File: config.mk
export PLATFORM = sky130hd
export DESIGN_NAME = fdd_stepper
export DESIGN_NICKNAME = d
export VERILOG_FILES = /design/src/rtl/fdd_step_pkg.sv /design/src/rtl/fdd_step_pulser.sv /design/src/rtl/fdd_wcur_sel.sv /design/src/rtl/fdd_step_seq.sv /design/src/rtl/fdd_stepper.sv
export SDC_FILE = /design/constraint.sdc
export NUM_CORES = 1
export LEC_CHECK = 0
export ABC_AREA = 1
export BUFFER_PORTS_ARGS = -buffer_cell sky130_fd_sc_hd__buf_2
export CAP_MARGIN = 20
export CORE_UTILIZATION = 55
export DETAILED_ROUTE_END_ITERATION = 16
export PLACE_DENSITY = 0.79
export SYNTH_ARGS = -nofsm -noshare
export SYNTH_HDL_FRONTEND = slang
export SYNTH_SLANG_ARGS = --single-unit
File: constraint.sdc
create_clock -name clk -period 1.9 [get_ports clk]
set_input_delay 0.285 -clock clk [delete_from_list [all_inputs] [get_ports clk]]
set_output_delay 0.285 -clock clk [all_outputs]
set_load 0.02 [all_outputs]
File: src/rtl/fdd_step_pkg.sv
package fdd_step_pkg;

    typedef enum logic [1:0] {
        SQ_IDLE = 2'd0,
        SQ_PREP = 2'd1,
        SQ_STEP = 2'd2
    } sq_state_e;

    typedef enum logic [1:0] {
        PH_IDLE = 2'd0,
        PH_LOW  = 2'd1,
        PH_GAP  = 2'd2
    } pulse_phase_e;

    typedef enum logic {
        OP_SEEK    = 1'b0,
        OP_RESTORE = 1'b1
    } op_e;

    typedef struct packed {
        op_e  op;
        logic inward;
    } job_t;

    function automatic int unsigned max2(int unsigned a, int unsigned b);
        return (a > b) ? a : b;
    endfunction

endpackage

File: src/rtl/fdd_step_pulser.sv
module fdd_step_pulser
    import fdd_step_pkg::*;
#(
    parameter int unsigned STEP_LOW_CYC = 4,
    parameter int unsigned STEP_GAP_CYC = 6
) (
    input  logic clk,
    input  logic rst,
    input  logic fire_i,
    output logic step_n_o,
    output logic rise_o,
    output logic gap_end_o
);
    localparam int unsigned CNT_W = $clog2(max2(STEP_LOW_CYC, STEP_GAP_CYC) + 1);

    pulse_phase_e     ph_q;
    logic [CNT_W-1:0] cnt_q;

    assign rise_o    = (ph_q == PH_LOW) && (cnt_q == '0);
    assign gap_end_o = (ph_q == PH_GAP) && (cnt_q == '0);

    always_ff @(posedge clk) begin
        if (rst) begin
            ph_q     <= PH_IDLE;
            cnt_q    <= '0;
            step_n_o <= 1'b1;
        end else begin
            unique case (ph_q)
                PH_IDLE: begin
                    if (fire_i) begin
                        ph_q     <= PH_LOW;
                        cnt_q    <= CNT_W'(STEP_LOW_CYC - 1);
                        step_n_o <= 1'b0;
                    end
                end
                PH_LOW: begin
                    if (cnt_q == '0) begin
                        ph_q     <= PH_GAP;
                        cnt_q    <= CNT_W'(STEP_GAP_CYC - 1);
                        step_n_o <= 1'b1;
                    end else begin
                        cnt_q <= cnt_q - 1'b1;
                    end
                end
                PH_GAP: begin
                    if (cnt_q == '0) ph_q <= PH_IDLE;
                    else             cnt_q <= cnt_q - 1'b1;
                end
                default: ph_q <= PH_IDLE;
            endcase
        end
    end
endmodule

File: src/rtl/fdd_wcur_sel.sv
module fdd_wcur_sel #(
    parameter int unsigned TRK_W      = 7,
    parameter int unsigned OUTER_LAST = 43
) (
    input  logic [TRK_W-1:0] trk_i,
    output logic             outer_o
);
    assign outer_o = (trk_i <= TRK_W'(OUTER_LAST));
endmodule

File: src/rtl/fdd_step_seq.sv
module fdd_step_seq
    import fdd_step_pkg::*;
#(
    parameter int unsigned TRK_W         = 7,
    parameter int unsigned MAX_TRK       = 76,
    parameter int unsigned RESTORE_LIMIT = 80
) (
    input  logic             clk,
    input  logic             rst,
    input  logic             seek_i,
    input  logic             restore_i,
    input  logic [TRK_W-1:0] target_i,
    input  logic             trk0_n_i,
    input  logic             ready_n_i,
    input  logic             rise_i,
    input  logic             gap_end_i,
    output logic             fire_o,
    output logic             dir_o,
    output logic             busy_o,
    output logic             done_o,
    output logic             err_o,
    output logic [TRK_W-1:0] track_o
);
    localparam int unsigned NS_W = $clog2(RESTORE_LIMIT + 1);

    sq_state_e        st_q;
    job_t             job_q;
    logic [TRK_W-1:0] tgt_q;
    logic [TRK_W-1:0] trk_q;
    logic [NS_W-1:0]  nstep_q;
    logic             at_stop;
    logic             budget_out;
    logic             reached;

    assign at_stop    = !job_q.inward && !trk0_n_i;
    assign budget_out = (job_q.op == OP_RESTORE) && (nstep_q == NS_W'(RESTORE_LIMIT));
    assign reached    = (job_q.op == OP_SEEK) && (trk_q == tgt_q);
    assign fire_o     = (st_q == SQ_PREP) && !at_stop && !budget_out;
    assign dir_o      = job_q.inward;
    assign busy_o     = (st_q != SQ_IDLE);
    assign track_o    = trk_q;

    always_ff @(posedge clk) begin
        if (rst) begin
            st_q    <= SQ_IDLE;
            job_q   <= '{op: OP_SEEK, inward: 1'b0};
            tgt_q   <= '0;
            trk_q   <= '0;
            nstep_q <= '0;
            done_o  <= 1'b0;
            err_o   <= 1'b0;
        end else begin
            done_o <= 1'b0;
            unique case (st_q)
                SQ_IDLE: begin
                    if (restore_i) begin
                        err_o <= 1'b0;
                        if (ready_n_i) begin
                            done_o <= 1'b1;
                            err_o  <= 1'b1;
                        end else begin
                            st_q    <= SQ_PREP;
                            job_q   <= '{op: OP_RESTORE, inward: 1'b0};
                            nstep_q <= '0;
                        end
                    end else if (seek_i) begin
                        err_o <= 1'b0;
                        if (target_i > TRK_W'(MAX_TRK)) begin
                            done_o <= 1'b1;
                            err_o  <= 1'b1;
                        end else if (target_i == trk_q) begin
                            done_o <= 1'b1;
                        end else begin
                            st_q  <= SQ_PREP;
                            tgt_q <= target_i;
                            job_q <= '{op: OP_SEEK, inward: (target_i > trk_q)};
                        end
                    end
                end
                SQ_PREP: begin
                    if (at_stop) begin
                        st_q   <= SQ_IDLE;
                        done_o <= 1'b1;
                        err_o  <= (job_q.op == OP_SEEK);
                        trk_q  <= '0;
                    end else if (budget_out) begin
                        st_q   <= SQ_IDLE;
                        done_o <= 1'b1;
                        err_o  <= 1'b1;
                    end else begin
                        st_q <= SQ_STEP;
                    end
                end
                SQ_STEP: begin
                    if (rise_i) begin
                        if (job_q.op == OP_SEEK)
                            trk_q <= job_q.inward ? trk_q + 1'b1 : trk_q - 1'b1;
                        else
                            nstep_q <= nstep_q + 1'b1;
                    end
                    if (gap_end_i) begin
                        if (reached) begin
                            st_q   <= SQ_IDLE;
                            done_o <= 1'b1;
                        end else begin
                            st_q <= SQ_PREP;
                        end
                    end
                end
                default: st_q <= SQ_IDLE;
            endcase
        end
    end
endmodule

File: src/rtl/fdd_stepper.sv
module fdd_stepper
    import fdd_step_pkg::*;
#(
    parameter int unsigned NUM_TRACKS    = 77,
    parameter int unsigned OUTER_LAST    = 43,
    parameter int unsigned STEP_LOW_CYC  = 4,
    parameter int unsigned STEP_GAP_CYC  = 6,
    parameter int unsigned RESTORE_LIMIT = 80,
    localparam int unsigned TRK_W        = $clog2(NUM_TRACKS)
) (
    input  logic             clk,
    input  logic             rst,
    input  logic             cmd_seek_i,
    input  logic             cmd_restore_i,
    input  logic [TRK_W-1:0] cmd_target_i,
    output logic             busy_o,
    output logic             done_o,
    output logic             seek_err_o,
    output logic [TRK_W-1:0] cur_track_o,
    output logic             drv_dir_o,
    output logic             drv_step_n_o,
    output logic             drv_outer_zone_o,
    input  logic             drv_trk0_n_i,
    input  logic             drv_ready_n_i
);
    logic fire;
    logic rise;
    logic gap_end;

    fdd_step_seq #(
        .TRK_W        (TRK_W),
        .MAX_TRK      (NUM_TRACKS - 1),
        .RESTORE_LIMIT(RESTORE_LIMIT)
    ) u_seq (
        .clk      (clk),
        .rst      (rst),
        .seek_i   (cmd_seek_i),
        .restore_i(cmd_restore_i),
        .target_i (cmd_target_i),
        .trk0_n_i (drv_trk0_n_i),
        .ready_n_i(drv_ready_n_i),
        .rise_i   (rise),
        .gap_end_i(gap_end),
        .fire_o   (fire),
        .dir_o    (drv_dir_o),
        .busy_o   (busy_o),
        .done_o   (done_o),
        .err_o    (seek_err_o),
        .track_o  (cur_track_o)
    );

    fdd_step_pulser #(
        .STEP_LOW_CYC(STEP_LOW_CYC),
        .STEP_GAP_CYC(STEP_GAP_CYC)
    ) u_pulser (
        .clk      (clk),
        .rst      (rst),
        .fire_i   (fire),
        .step_n_o (drv_step_n_o),
        .rise_o   (rise),
        .gap_end_o(gap_end)
    );

    fdd_wcur_sel #(
        .TRK_W     (TRK_W),
        .OUTER_LAST(OUTER_LAST)
    ) u_wcur (
        .trk_i  (cur_track_o),
        .outer_o(drv_outer_zone_o)
    );
endmodule

==> metrics.md <==
| Metric | Value |
|---|---|
| Status | finished clean |
| Buffers on Ports | 25 |
| First-pass GRT wire length | 8.92 mm |
| Total inserted antenna cells | 0 |
| Clock Latency Late Sink | 0.28 ns |
| Pwr/cell area | 849 mW/mm^2 |
| FF-to-FF path depth | 8 |
| Max cap viols | 0 |
| Met3 GRT Util | 0.0507 |
| Reg2reg setup slack | approximately 0.16 ns |
| Fmax | 575 MHz |
| Via density | 5.13 |
| Filler cells | 385 |
| Clock buffer count from CTS | 5 |
| Share of cells above drive strength 1 | 0.186 |
| Post-synth top area share | 0.278 |
| Largest net degree at the start of global routing | 24 |
| Largest area contributor in the synthesized netlist | dfxtp_1 |
| CTS max path bufs | 2 |
| Hold-fix buffers, CTS | 0 |
| Post-CTS Setup Inserts | 0 |
| WS Path Type | register to register |
| Pleak | 1.20 nW |
| DP HPWL | 4.00 mm |
| Die Footprint | 0.00459 mm^2 |
| Nets@finish | 412 |
| DR pass1 iterations | 4 |
| Placed Cells | 420 |
| Post-synthesis sequential area ratio | 0.278 |
| I/O pin count | 26 |
| Synthesis-to-layout area growth | 12.4% |
| Vias in the first global route | around 2,000 |
| Total power | 2.27 mW |
| Final hold vios | 0 |
| Worst Setup End Kind | register |
| Worst R2R Start | u_seq.track_o[0] |
| Worst Setup SP | u_seq.track_o[0] |
| Netlist cell types | 32 |
| CTS-repair resized insts | 0 |
| WL final | 5.18 mm |
| Clock sinks | 33 |
| Root buffer selected by CTS | clkbuf_8 |
| Critical path arrival | between 1.5 and 2 ns |
| CTS tree | built |
| Sequential standard cell area | 663 um^2 |
| Routability-driven placement congestion ratio | 0.846 |
| Minimum clock period | 1.74 ns |
| GRT Total Usage | 0.260 |
| Yosys warns | 0 |
| M1 GR Usage | 0.350 |
| H-tree depth | 2 |
| DR WL/cell | 12.1 um |
| CORE AREA | around 0.004 mm^2 |
| Via count | 2,192 |
| Synth Net Count | 380 |
| Cell count after synthesis | 345 |
| Unrepaired setup endpoints after global routing | no |
| 1st-iter DRT viols | 104 |
| Post-route insts no fill | 427 |
| Period utilisation layout | 0.916 |
| Number of routed nets with antenna violations | 0 |
| Initial core utilization | 0.582 |
| Congestion Overflow GR | 0 |
| Final setup violation count | 0 |
| Worst setup path end | u_seq.track_o[4] |
| Max-slew violations | 0 |
| Drt drc | 0 |
| Slew HR | 0.781 |
| Row count | 23 |
| Die Ht | 67.8 um |
| Clock Pin Slew Worst Setup and Hold Paths | 0.07 ns |
| Hold/Removal Path Class | input port to register |
| Syn avg cell area | 6.89 um^2 |
| Gr busiest metal | met2 |
| Worst Tran Pin Value | between 0.3 and 0.4 ns |
| Multi-input gate area | 0.00153 mm^2 |
| Post-Syn Area | 0.00238 mm^2 |
| Setup TNS | 0 ns |
| CP Max Fanout | 5 |
| Area contributors post-synth | dfxtp_1 28%, nand2_1 13%, ha_1 11% |
| Initial antenna violation count | 0 |
| Final Skew | 0.00727 ns |
| Maximum vdd ir drop | 677 uV |
| Register bit count reported by yosys | 33 |
| Die W | 67.8 um |
| WP data required | 2.07 ns |
| Reg2reg end | u_seq.track_o[4] |
| Met2 usage | 0.416 |
| Startpoint Class | register |
-- layer usage --
layer,wire (um),vias to the layer above
met5,0,-
met4,46,0
met3,178,6
met2,2310,33
met1,2650,972
li1,-,1181
-- cells by family (layout without fill, tap and decap cells) --
group                      count (synthesis)  after routing  synth area share
AOI/OAI and AO/OA                         52             52             0.124
and+or+nand+nor                          177            177             0.363
buffers and inverters                     52             84            0.0831
adders and majority gates                 22             22             0.119
xor gates and xnor gates                   9              9            0.0331
DFF                                       33             33             0.278
-- synth_stat cells --
library cell,instances
nor3_1,4
clkinv_1,1
nand2_4,4
nand3_2,4
clkbuf_1,3
xor2_1,3
a21oi_1,35
dfxtp_1,33
o211ai_1,1
nand2b_1,1
nand4_1,5
nor2_4,6
o21ai_4,1
fa_1,1
ha_1,21
o21ai_2,1
o21ai_0,7
inv_1,42
xnor2_1,6
nand2_2,5
nand3b_1,1
a21oi_2,3
nand2_1,82
nor2_1,29
o21a_1,1
or2_2,2
inv_4,1
o21ai_1,2
nor2_8,1
o2111ai_1,1
nand3_1,33
inv_2,5
-- layout make-up --
| type | count | area share |
|---|---|---|
| Timing Repair Buffer | 28 | 0.0552 |
| Multi-Input combinational cell | 260 | 0.571 |
| Inverter | 49 | 0.0697 |
| Clock buffer | 7 | 0.0323 |
| Tap cell | 50 | 0.0234 |
| Sequential cell | 33 | 0.248 |
-- worst max-delay path, cell delays in order, from the launching register on --
cell and delay, ns:
dfxtp_1 0.42, inv_1 0.13, fa_1 0.46, nand3b_1 0.17, nand2_1 0.10, xnor2_1 0.11
inv_1 0.05, a21oi_1 0.14, nor2_1 0.05
-- state kept, by name, indices dropped and copies added (netlist names) --
| register | count |
|---|---|
| u_seq.track_o | 7 |
| u_seq.job_q | 1 |
| u_pulser.cnt_q | 3 |
| u_seq.tgt_q | 7 |
| u_seq.dir_o | 1 |
| u_seq.st_q | 2 |
| u_pulser.ph_q | 2 |
| u_pulser.step_n_o | 1 |
| u_seq.done_o | 1 |
| u_seq.err_o | 1 |
| u_seq.nstep_q | 7 |
-- cells in the final DEF, fill, tap and decap left out, types with 2 or more instances in the layout --
master    Yosys  final
xor2_1        3      3
nor2_4        6      6
nand2_4       4      5
a21oi_1      35     35
clkbuf_8      0      6
nand2_1      82     82
buf_4         0      3
dfxtp_1      33     31
a21oi_2       3      3
nand4_1       5      5
nor2_1       29     28
o21ai_1       2      2
inv_2         5      5
nand2_2       5      4
nand3_1      33     33
xnor2_1       6      6
inv_1        42     42
buf_2         0     25
dfxtp_2       0      2
ha_1         21     21
or2_2         2      2
nand3_2       4      4
o21ai_0       7      7
nor3_1        4      4
-- how the worst min path moves through the flow --
| stage | startpoint | to | cells past startpoint | slack, ns |
|---|---|---|---|---|
| floorplan | u_seq.tgt_q[0] | u_seq.tgt_q[0] | 2 | 0.45 |
| global placement | u_pulser.step_n_o | u_pulser.step_n_o | 2 | 0.44 |
| detailed placement | u_pulser.step_n_o | u_pulser.step_n_o | 2 | 0.45 |
| CTS | cmd_target_i[5] | u_seq.tgt_q[5] | 3 | 0.30 |
| global route | cmd_target_i[1] | u_seq.tgt_q[1] | 3 | 0.31 |
| finish | cmd_target_i[5] | u_seq.tgt_q[5] | 3 | 0.31 |
-- metrics by stage --
step | hold WS (ns) | worst slack (ns) | instance area (um^2) | utilization
after global routing | 0.307 | 0.0225 | 2670 | 0.654
after global placement | 0.440 | 0.234 | 2580 | 0.631
after detailed placement | 0.449 | 0.185 | 2580 | 0.631
after floorplan | 0.449 | 0.116 | 2380 | -
after CTS | 0.301 | 0.157 | 2660 | 0.652
final | 0.308 | 0.160 | 2670 | 0.654
-- report_power, final --
part           switching (mW)  total [mW]  internal (mW)
Sequential             0.0553       0.828          0.773
Clock                   0.241       0.528          0.287
Combinational           0.598       0.915          0.316
Total                   0.895        2.27           1.38
(Power assumes the default switching activity.)
